<file path="src/rtl/fft16_seq.sv">
module fft16_seq #(
  parameter int LAT = 3
) (
  input  logic       clk,
  input  logic       rst_n,
  input  logic       start,
  input  logic       in_valid,
  output logic       rd_en,
  output logic [3:0] rd_addr,
  output logic [3:0] tw_exp,
  output logic       grp_start,
  output logic       wr_en,
  output logic [3:0] wr_addr,
  output logic       wr_sel,
  output logic       done,
  output logic       unload
);
  localparam int NPT      = 16;
  localparam int AW       = 4;
  localparam int STEP_LEN = NPT + LAT;
  localparam int CW       = $clog2(STEP_LEN + 1);

  typedef enum logic [2:0] {IDLE, LOAD, ST0, ST1, FIN} st_t;

  st_t           st;
  logic [CW-1:0] cnt;
  logic [LAT-1:0] pv;
  logic [AW-1:0]  pa [LAT];

  wire [AW-1:0] c4        = cnt[AW-1:0];
  wire [AW-1:0] swp       = {c4[1:0], c4[3:2]};
  wire          last_step = (cnt == CW'(STEP_LEN - 1));
  wire          issue     = (st == ST0 || st == ST1) && (cnt < CW'(NPT));

  always_ff @(posedge clk or negedge rst_n) begin
    if (!rst_n) begin
      st  <= IDLE;
      cnt <= '0;
    end else begin
      case (st)
        IDLE: if (start) begin st <= LOAD; cnt <= '0; end
        LOAD: if (in_valid) begin
          if (c4 == 4'd15) begin st <= ST0; cnt <= '0; end
          else cnt <= cnt + 1'b1;
        end
        ST0: if (last_step) begin st <= ST1; cnt <= '0; end
             else cnt <= cnt + 1'b1;
        ST1: if (last_step) begin st <= FIN; cnt <= '0; end
             else cnt <= cnt + 1'b1;
        FIN: if (c4 == 4'd15) begin st <= IDLE; cnt <= '0; end
             else cnt <= cnt + 1'b1;
        default: st <= IDLE;
      endcase
    end
  end

  always_ff @(posedge clk or negedge rst_n) begin
    if (!rst_n) pv <= '0;
    else begin
      pv[0] <= issue;
      for (int i = 1; i < LAT; i++) pv[i] <= pv[i-1];
    end
  end

  always_ff @(posedge clk) begin
    pa[0] <= rd_addr;
    for (int i = 1; i < LAT; i++) pa[i] <= pa[i-1];
  end

  assign rd_en     = issue || (st == FIN);
  assign rd_addr   = (st == ST1) ? swp : c4;
  assign tw_exp    = (st == ST1 && issue) ? ({2'b00, c4[1:0]} * {2'b00, c4[3:2]}) : 4'd0;
  assign grp_start = issue && (c4[1:0] == 2'd0);
  assign wr_sel    = pv[LAT-1];
  assign wr_en     = (st == LOAD && in_valid) || pv[LAT-1];
  assign wr_addr   = pv[LAT-1] ? pa[LAT-1] : swp;
  assign done      = (st == FIN) && (c4 == 4'd0);
  assign unload    = (st == FIN);

  AST_DONE_PULSE: assert property (@(posedge clk) disable iff (!rst_n)
    done |=> !done);
  AST_LOAD_NO_READ: assert property (@(posedge clk) disable iff (!rst_n)
    (wr_en && !wr_sel) |-> !rd_en);
  AST_FIRST_UNROTATED: assert property (@(posedge clk) disable iff (!rst_n)
    grp_start |-> (tw_exp == 4'd0));
  AST_UNLOAD_NO_WRITE: assert property (@(posedge clk) disable iff (!rst_n)
    unload |-> !wr_en);
  AST_START_IGNORED: assert property (@(posedge clk) disable iff (!rst_n)
    (st != IDLE && start) |=> (st != LOAD || $past(st) == LOAD));
endmodule

</file>
<file path="config.mk">
export PLATFORM = sky130hd
export DESIGN_NAME = fft16_seq
export DESIGN_NICKNAME = d
export VERILOG_FILES = /design/src/rtl/fft16_seq.sv
export SDC_FILE = /design/constraint.sdc
export NUM_CORES = 1
export LEC_CHECK = 0
export BUFFER_PORTS_ARGS = -buffer_cell sky130_fd_sc_hd__buf_4
export CORE_UTILIZATION = 35
export DETAILED_ROUTE_END_ITERATION = 7
export GPL_TIMING_DRIVEN = 0
export PLACE_DENSITY = 0.51
export RECOVER_POWER = 25
export SYNTH_ARGS = -nofsm -noshare
export SYNTH_HDL_FRONTEND = slang
export SYNTH_SLANG_ARGS = --single-unit
</file>
<file path="constraint.sdc">
create_clock -name clk -period 4.87 [get_ports clk]
set_clock_uncertainty 0.15 [all_clocks]
set_input_delay 0.7305 -clock clk [delete_from_list [all_inputs] [get_ports clk]]
set_output_delay 0.7305 -clock clk [all_outputs]
set_load 0.005 [all_outputs]
</file>
Word-level counts from Yosys, hierarchy flattened

Memories as Yosys holds them, arrays and structs flattened.
Cells that the tools add are included.

Logic and storage cells: 49
Flip-flop bits (word level): 11
Bits in writable memories: 12
Memories kept: 1
Output and inout bits: 18

Memories:

| name | words | width | read ports | clocked after Yosys merged registers in | write ports | RTL line | text |
|---|---|---|---|---|---|---|---|
| pa   | 3     | 4     | 3          | 0                                       | 3           | 28       | `logic [AW-1:0] pa [LAT];` |

Magnitude comparators: 1
$add $sub $neg: 1
$mul: 1
Multiplexer cells: 15
Reductions and logical operators: 15
Eq/ne operators: 12

Operators by type and width:

| cell                                                             | number |
|---|---|
| 5-bit two-way mux                                                | 4 |
| 5-bit case mux with 4 select lines                               | 1 |
| 3-bit two-way mux                                                | 6 |
| 3-bit case mux with 5 select lines                               | 1 |
| 4-bit two-way mux                                                | 3 |
| 2-bit != test (second input constant)                            | 5 |
| 3-bit by 2-bit == test with 1-bit output (second input constant) | 2 |
| 6-bit AND reduction                                              | 1 |
| 5-bit by 1-bit adder with 5-bit output (second input constant)   | 1 |
| 5-bit == test (second input constant)                            | 1 |
| 1-bit logical AND                                                | 5 |
| 5-bit < comparator (second input constant)                       | 1 |
| 4-bit == test (second input constant)                            | 1 |
| 4-bit zero test                                                  | 1 |
| 2-bit by 2-bit multiplier with 4-bit output                      | 1 |
| 4-bit nonzero test                                               | 1 |
| 3-bit by 1-bit == test with 1-bit output (second input constant) | 1 |
| 3-bit == test (second input constant)                            | 1 |
| 3-bit zero test                                                  | 1 |
| 1-bit logical OR                                                 | 3 |
| 3-bit AND reduction                                              | 1 |
| 2-bit zero test                                                  | 1 |
| 2-bit by 1-bit != test with 1-bit output (second input constant) | 1 |
| 2-bit OR reduction                                               | 1 |

Depth between registers and ports, before layout

Gate-level depths: netlist of the first run.

Word-level depth: 5
Gate-level depth with buffers: 7
Mapped depth without buffers: 6

Least setup slack after synthesis of the first run

OpenSTA, ideal clock, no wires.

Path type: flip-flop to output port
Start point: register st[2]
End point: output rd_addr[0]
Data arrival time: 1.391 ns
Stages on the path, launching flop included: 7
Setup slack: 2.599 ns
Buffers on the path: 3
Data required time: 3.990 ns
Cells stage by stage: dfrtp_1 -> buf_6 -> nand2b_1 -> buf_6 -> or2_1 -> buf_6 -> mux2_4

Longest elaborated chain between the ends: 2

RTL lines:

| element                                  | RTL line | text |
|---|---|---|
| start, declared                          | 25       | `st_t st;` |
| start signal, assigned                   | 37       | `st <= IDLE;` |
| start signal, assigned                   | 41       | `IDLE: if (start) begin st <= LOAD; cnt <= '0; end` |
| start signal, assigned                   | 43       | `if (c4 == 4'd15) begin st <= ST0; cnt <= '0; end` |
| 3-bit by 2-bit == test with 1-bit output | 71       | `assign rd_addr = (st == ST1) ? swp : c4;` |
| 4-bit two-way mux                        | 71       |  |
| end, declared                            | 9        | `output logic [3:0] rd_addr,` |

Every way passes these cells.

Worst setup path in the final report of the first run

Same ends and word-level chain as after synthesis.

==> run metrics, run 1 <==
Mapped Nets=between 100 and 150; R2R Setup Slk=around 2.8 ns; Slew Limit Fails=0; async set-reset flop share out of synthesis=0.4783; most frequent cells in the layout=buf_4 (21), nor2_1 (12), dfxtp_1 (12); drt first pass iters=6; worst skew pair latency=~0.32 ns; Final setup viols=0; total congestion overflow=0; worst hold path type=flop to flop; maxcap violations=0; leak pwr=between 0.6 and 0.7 nW; setup_tns=0 ns; Root Driver=clkbuf_4; RSZ-0062 raised after global routing=false; RD Place Congestion=slightly below 0.8; initial core utilization=0.3846; first-pass GRT wire length=around 3700 µm; Slowest-stage cell, CP=dfrtp_1; vias in the first global route=about 790; Req. time, crit path=around 4 ns; # IOs=22; via count=slightly above 800; worst vdd ir=0.1939 mV; Ys Warns=0; crit end category=primary output; Final Cycle Share=0.5757; # port buffers=21; Bufs on Longest Clock Path=2; Seq/Total Area, Yosys=0.4698; post-CTS sizing=0; Worst EP arrival=between 1.5 and 2 ns; Mapped Avg Cell Area=approximately 10 µm²; fmax=356.7 MHz; Clk pin slew, worst setup/hold paths=between 0.1 and 0.15 ns; antenna violations before repair=0; CTS sink count=23; Starting DRT DRC Count=10; synthesis-stage register bit count=23; DIE AREA=0.003363 mm²; pin count of the biggest net entering global routing=14; vias per inst=approximately 5; final WL=around 2200 µm; Worst Setup Start Kind=flop; Pwr Density=411.8 mW/mm²; distinct cell type count after synthesis=35; TritonCTS clock tree=built; H-tree depth=1; diode count=0; ys flop type=dfxtp_1; EDFF count, synth=0; post-route DRC violation count=2; fin nets=between 100 and 150; Most common cell on crit path=buf_6; layout cells sized above 1=0.2889; worst-path fanout max=9; Layout area overhead=20.07%; Post-CTS Setup Bufs=0; Cell Area, Placed=between 0.001 and 0.0015 mm²; commonest non-fill, non-tap cell in the layout=buf_4; failing checks=DRC; GR Util All Layers=0.1479; CTS Buf Count=3; DP HPWL=around 1600 µm; Final Non-Filler Cells=around 170; die height=between 50 and 60 µm; chip width=between 50 and 60 µm; CP cell instances=buf_6, nand2b_1, buf_6, or2_1, buf_6, mux2_4, buf_4; WL per Instance=13.26 µm; Slew headroom=0.5731; Mapped Area=0.001097 mm²; final hold violations=0; Fillers=291; core area=between 0.002 and 0.003 mm²; ANT nets after route=0; num rows=19; critical path type=flop to primary output; Largest stage delay, worst path=about 0.4 ns; Worst-Margin Slew=0.6404 ns; post-route cell area=around 0.0013 mm²; status=finished, violations left; placed insts=approximately 160; min cycle time layout=2.804 ns; Hold Buf Count CTS=0; Syn Inst Count=110
==> critical path: cells and delay by family, from the launching register on <==
| kind | cells | cell delay (ns) |
|---|---|---|
| AND/OR/NAND/NOR | 2 | 0.36 |
| flip-flops | 1 | 0.40 |
| multiplexers | 1 | 0.30 |
| buffers and inverters | 4 | 0.55 |
==> synth_stat cells (2+ instances only) <==
master,instances,area share
o22ai_1,2,0.011
ha_1,6,0.068
dfrtp_1,11,0.25
and3_1,5,0.029
nand3_1,4,0.018
dfxtp_1,12,0.22
inv_1,6,0.021
o21ai_0,11,0.050
a21oi_1,2,0.0091
and2_1,2,0.011
nor2_1,12,0.041
nand2_1,10,0.034
nor3_1,2,0.0091
buf_6,4,0.041
==> routing by layer <==
layer / GRT usage / part of all wire / up-vias
met5: 0 / 0 / -
met3: 0.04464 / 0.040 / 4
met2: 0.2332 / 0.46 / 15
li1: - / - / 425
met1: 0.1975 / 0.49 / 384
met4: 0.04082 / 0.012 / 0
==> kinds of logic after synthesis <==
group,synth area share
DFF,0.4698
adders and majority gates,0.06841
and+or+nand+nor,0.1961
AOI/OAI and AO/OA,0.1380
muxes,0.04332
xor gates and xnor gates,0.007983
buffers and inverters,0.07639
==> through the flow <==
stage                     total power (W)    util  hold WS (ns)  setup slack, ns
after floorplan                 0.0003887       -        0.1596            2.599
after global placement          0.0004573  0.4535        0.1609            2.429
after detailed placement        0.0004615  0.4535        0.1621            2.419
after CTS                       0.0005524  0.4632       0.06584            2.041
after global routing            0.0005886  0.4618        0.1868            1.976
final                           0.0005425  0.4618        0.1821            2.066
==> area by class of cell <==
cell class / count / area (µm²) / share of cell area
buffer: 7 / 61.31 / 0.04653
multi-input combinational: 74 / 498.0 / 0.3780
inverter: 6 / 22.52 / 0.01709
clock buffer: 3 / 22.52 / 0.01709
sequential: 23 / 515.5 / 0.3913
clock inverter: 1 / 5.005 / 0.003799
tap: 31 / 38.79 / 0.02944
timing repair buffer: 21 / 153.9 / 0.1168
==> state kept, by name, summed over array words and instances, names as in the netlist <==
register / cells
st: 3
cnt: 5
pv: 3
pa: 12
==> worst paths after layout <==
kind                               start         end  depth (start not counted)
worst max register to register    cnt[1]       st[0]                          5
worst min-delay path            pa[0][6]   pa[0][10]                          0
min in group asynchronous          rst_n       st[0]                          1
worst min register to register  pa[0][6]   pa[0][10]                          0
worst max-delay path               st[2]  rd_addr[0]                          7
max in group asynchronous          rst_n      cnt[4]                          1
==> power breakdown <==
| group | switching, W | leakage [nW] | total (W) | internal (W) |
|---|---|---|---|---|
| logic | 0.000103 | 0.372 | 0.000197 | 0.0000944 |
| registers | 0.0000280 | 0.245 | 0.000257 | 0.000229 |
| clock network | 0.0000577 | 0.0177 | 0.0000884 | 0.0000307 |
No activity file was read; power rests on OpenSTA's default activity.
==> inputs of run 2 (changes only) <==
ABC_AREA = 1   (was not set)
clock period = 2.75 ns   (was 4.87 ns; I/O delays follow)
==> run 2 against run 1 <==
The flow now finishes without violations. Utilization shrank 0.98 points. Die area grew 5.2%. Setup slack got worse by 1.6 ns. Sequential power rose by 110%. Non-clock buffer count is 3 lower. Via count is 20% higher. Flip-flop and latch count did not move.
==> run metrics, run 2 <==
H-tree depth=1 (unchanged); commonest non-fill, non-tap cell in the layout=nand2_1 (was buf_4); Slew headroom=0.5715 (was 0.5731); Bufs on Longest Clock Path=2 (unchanged); DP HPWL=1772 µm (was 1636 µm); setup_tns=0 ns (unchanged); pin count of the biggest net entering global routing=14 (unchanged); WHS Path Cells=0 (unchanged); Req. time, crit path=2.19 ns (was 3.99 ns); share of the synthesized area in the top cell type=0.2381 (was 0.2509); R2R Setup Slk=0.96 ns (was 2.83 ns); largest register by flop count=pa (unchanged); R2R Path End=cnt[4] (was st[0]); DIE AREA=0.003537 mm² (was 0.003363 mm²); async set-reset flop share out of synthesis=0.4783 (unchanged); EDFF count, synth=0 (unchanged); status=finished, final reports clean (was finished, violations left); top cells by area, synth=dfrtp_1 (24%), dfxtp_1 (21%), nand2_1 (17%) (was dfrtp_1 (25%), dfxtp_1 (22%), ha_1 (6.8%)); Mapped Area=0.001156 mm² (was 0.001097 mm²); fmax=432.7 MHz; total congestion overflow=0 (unchanged); CP cell instances=inv_1, ha_1, inv_1, nor4_1, buf_4 (was buf_6, nand2b_1, buf_6, or2_1, buf_6, mux2_4, buf_4); Largest stage delay, worst path=0.48 ns (was 0.40 ns); fin nets=191 (was 146); final WL=2353 µm (was 2201 µm); Ys Warns=0 (unchanged); TritonCTS clock tree=built (unchanged); RD Place Congestion=0.8353 (was 0.7955); Final setup viols=0 (unchanged); synthesis-stage register bit count=23 (unchanged); chip width=59.48 µm (was 57.99 µm); antenna violations before repair=0 (unchanged); GR Util All Layers=0.1387 (was 0.1479); # port buffers=21 (unchanged); maxcap violations=0 (unchanged); min cycle time layout=between 2 and 2.5 ns; critical path type=flop to primary output (unchanged); post-CTS sizing=0 (unchanged); Syn Inst Count=154 (was 110); CTS Buf Count=3 (unchanged); worst-path fanout max=7 (was 9); Regs by FF count=pa: 12 flops, cnt: 5 flops (unchanged); worst hold path type=flop to flop (unchanged); # IOs=22 (unchanged); crit end category=primary output (unchanged); Post-synth top cells=nand2_1 (52), inv_1 (19), dfxtp_1 (12) (was dfxtp_1 (12), nor2_1 (12), dfrtp_1 (11), o21ai_0 (11), nand2_1 (10)); worst flop-to-flop path startpoint=cnt[1] (unchanged); WL per Instance=10.50 µm (was 13.26 µm); Pwr Density=1040 mW/mm² (was 411.8 mW/mm²); ys flop type=dfxtp_1 (unchanged); first-pass GRT wire length=3657 µm (was 3705 µm); drt first pass iters=4 (was 6); via count=997 (was 828); Worst EP arrival=1.75 ns (was 1.92 ns); Mapped Nets=164 (was 120); Synth area leader=dfrtp_1 (unchanged); count leader, synth=nand2_1; Post-CTS Setup Bufs=0 (unchanged); reg2reg path depth=8 (was 5); Slowest-stage cell, CP=dfrtp_1 (unchanged); Layout area overhead=21.32% (was 20.07%); Worst-Margin Slew=0.6427 ns (was 0.6404 ns); RSZ-0062 raised after global routing=false (unchanged); Mapped Avg Cell Area=7.507 µm² (was 9.975 µm²); Hold Buf Count CTS=1 (was 0); Root Driver=clkbuf_4 (unchanged); end of the worst hold path=pa[0][5] (was pa[0][10]); hold path start=pa[0][1] (was pa[0][6]); ANT nets after route=0 (unchanged); buffers plus inverters on the worst setup path=3 (was 4); initial core utilization=0.3726 (was 0.3846); CTS sink count=23 (unchanged); vias per inst=4.451 (was 4.988); Final Cycle Share=0.8403; vias in the first global route=807 (was 785); post-route DRC violation count=0 (was 2); Starting DRT DRC Count=22 (was 10); num rows=20 (was 19); diode count=0 (unchanged); leak pwr=0.7555 nW (was 0.6354 nW); core area=0.003103 mm² (was 0.002853 mm²); Seq/Total Area, Yosys=0.4459 (was 0.4698); dpl ws=0.8083 ns (was 2.419 ns); Slew Limit Fails=0 (unchanged); die height=59.48 µm (was 57.99 µm); final hold violations=0 (unchanged); worst vdd ir=0.4349 mV (was 0.1939 mV); distinct cell type count after synthesis=20 (was 35); delay-heaviest family, CP=flip-flops (was buffers and inverters); most frequent cells in the layout=nand2_1 (52), buf_4 (22), inv_1 (19) (was buf_4 (21), nor2_1 (12), dfxtp_1 (12)); Clk pin slew, worst setup/hold paths=0.13 ns (about the same); max reg flops=12 (unchanged); layout cells sized above 1=0.2167 (was 0.2889); Worst Setup Start Kind=flop (unchanged); Most common cell on crit path=inv_1 (was buf_6); post-route setup slack=0.4391 ns (was 2.066 ns); worst skew pair latency=0.31 ns (was 0.32 ns)
-- run 2: cell count changes after synthesis, moves of 3 or more --
cell | previous run | this run
buf_6 | 4 | 0
nor2_1 | 12 | 9
inv_2 | 0 | 4
and3_1 | 5 | 0
nand2_1 | 10 | 52
nand2_2 | 0 | 5
inv_1 | 6 | 19
nand3_1 | 4 | 11
-- run 2: cells by family (layout without fill, tap and decap cells) --
group / after synthesis / after routing / share of synthesized area
compound gates: 14 / 14 / 0.07252
simple gates: 85 / 85 / 0.3258
fa+ha+maj: 6 / 6 / 0.06493
flops: 23 / 23 / 0.4459
buf+inv: 26 / 52 / 0.09090
-- run 2: stage by stage --
| step | std cells | hold WS [ns] | power [W] | cell area [µm²] | utilization |
|---|---|---|---|---|---|
| after CTS | 224 | 0.1934 | 0.001477 | 1406 | 0.4532 |
| after global routing | 224 | 0.1952 | 0.001597 | 1403 | 0.4520 |
| after global placement | 219 | 0.1077 | 0.001308 | 1369 | 0.4411 |
| after detailed placement | 219 | 0.1112 | 0.001315 | 1369 | 0.4411 |
| after floorplan | 154 | -0.03309 | 0.001026 | 1156 | - |
| final | 224 | 0.1913 | 0.001459 | 1403 | 0.4520 |
-- run 2: worst max path at each step --
stage / slack (ns) / startpoint / cells past startpoint / end
floorplan: 1.02 / cnt[3] / 7 / tw_exp[2]
global route: 0.38 / cnt[0] / 5 / done
global placement: 0.84 / cnt[0] / 5 / done
CTS: 0.44 / cnt[0] / 5 / done
detailed placement: 0.81 / cnt[0] / 5 / done
finish: 0.44 / cnt[0] / 5 / done
-- run 2: per-layer routing --
layer,share of wire,track usage
met5,0,0
met4,0,0.03061
met3,0.024,0.02620
met2,0.45,0.2183
met1,0.53,0.1962
-- run 2: layout make-up --
type / instances / area [µm²]
clock inverters: 1 / 5.005
well taps: 44 / 55.05
clock buffers: 3 / 22.52
multi-input cells: 105 / 535.5
repair buffers: 22 / 163.9
fillers: 332 / 1700
inverters: 23 / 86.33
plain buffers: 3 / 18.77
flip-flops and latches: 23 / 515.5
-- run 2: report_power, final --
group / switching, W / internal [W] / total (W)
Clock: 0.000104 / 0.0000543 / 0.000158
Combinational: 0.000448 / 0.000313 / 0.000761
Sequential: 0.0000788 / 0.000460 / 0.000539
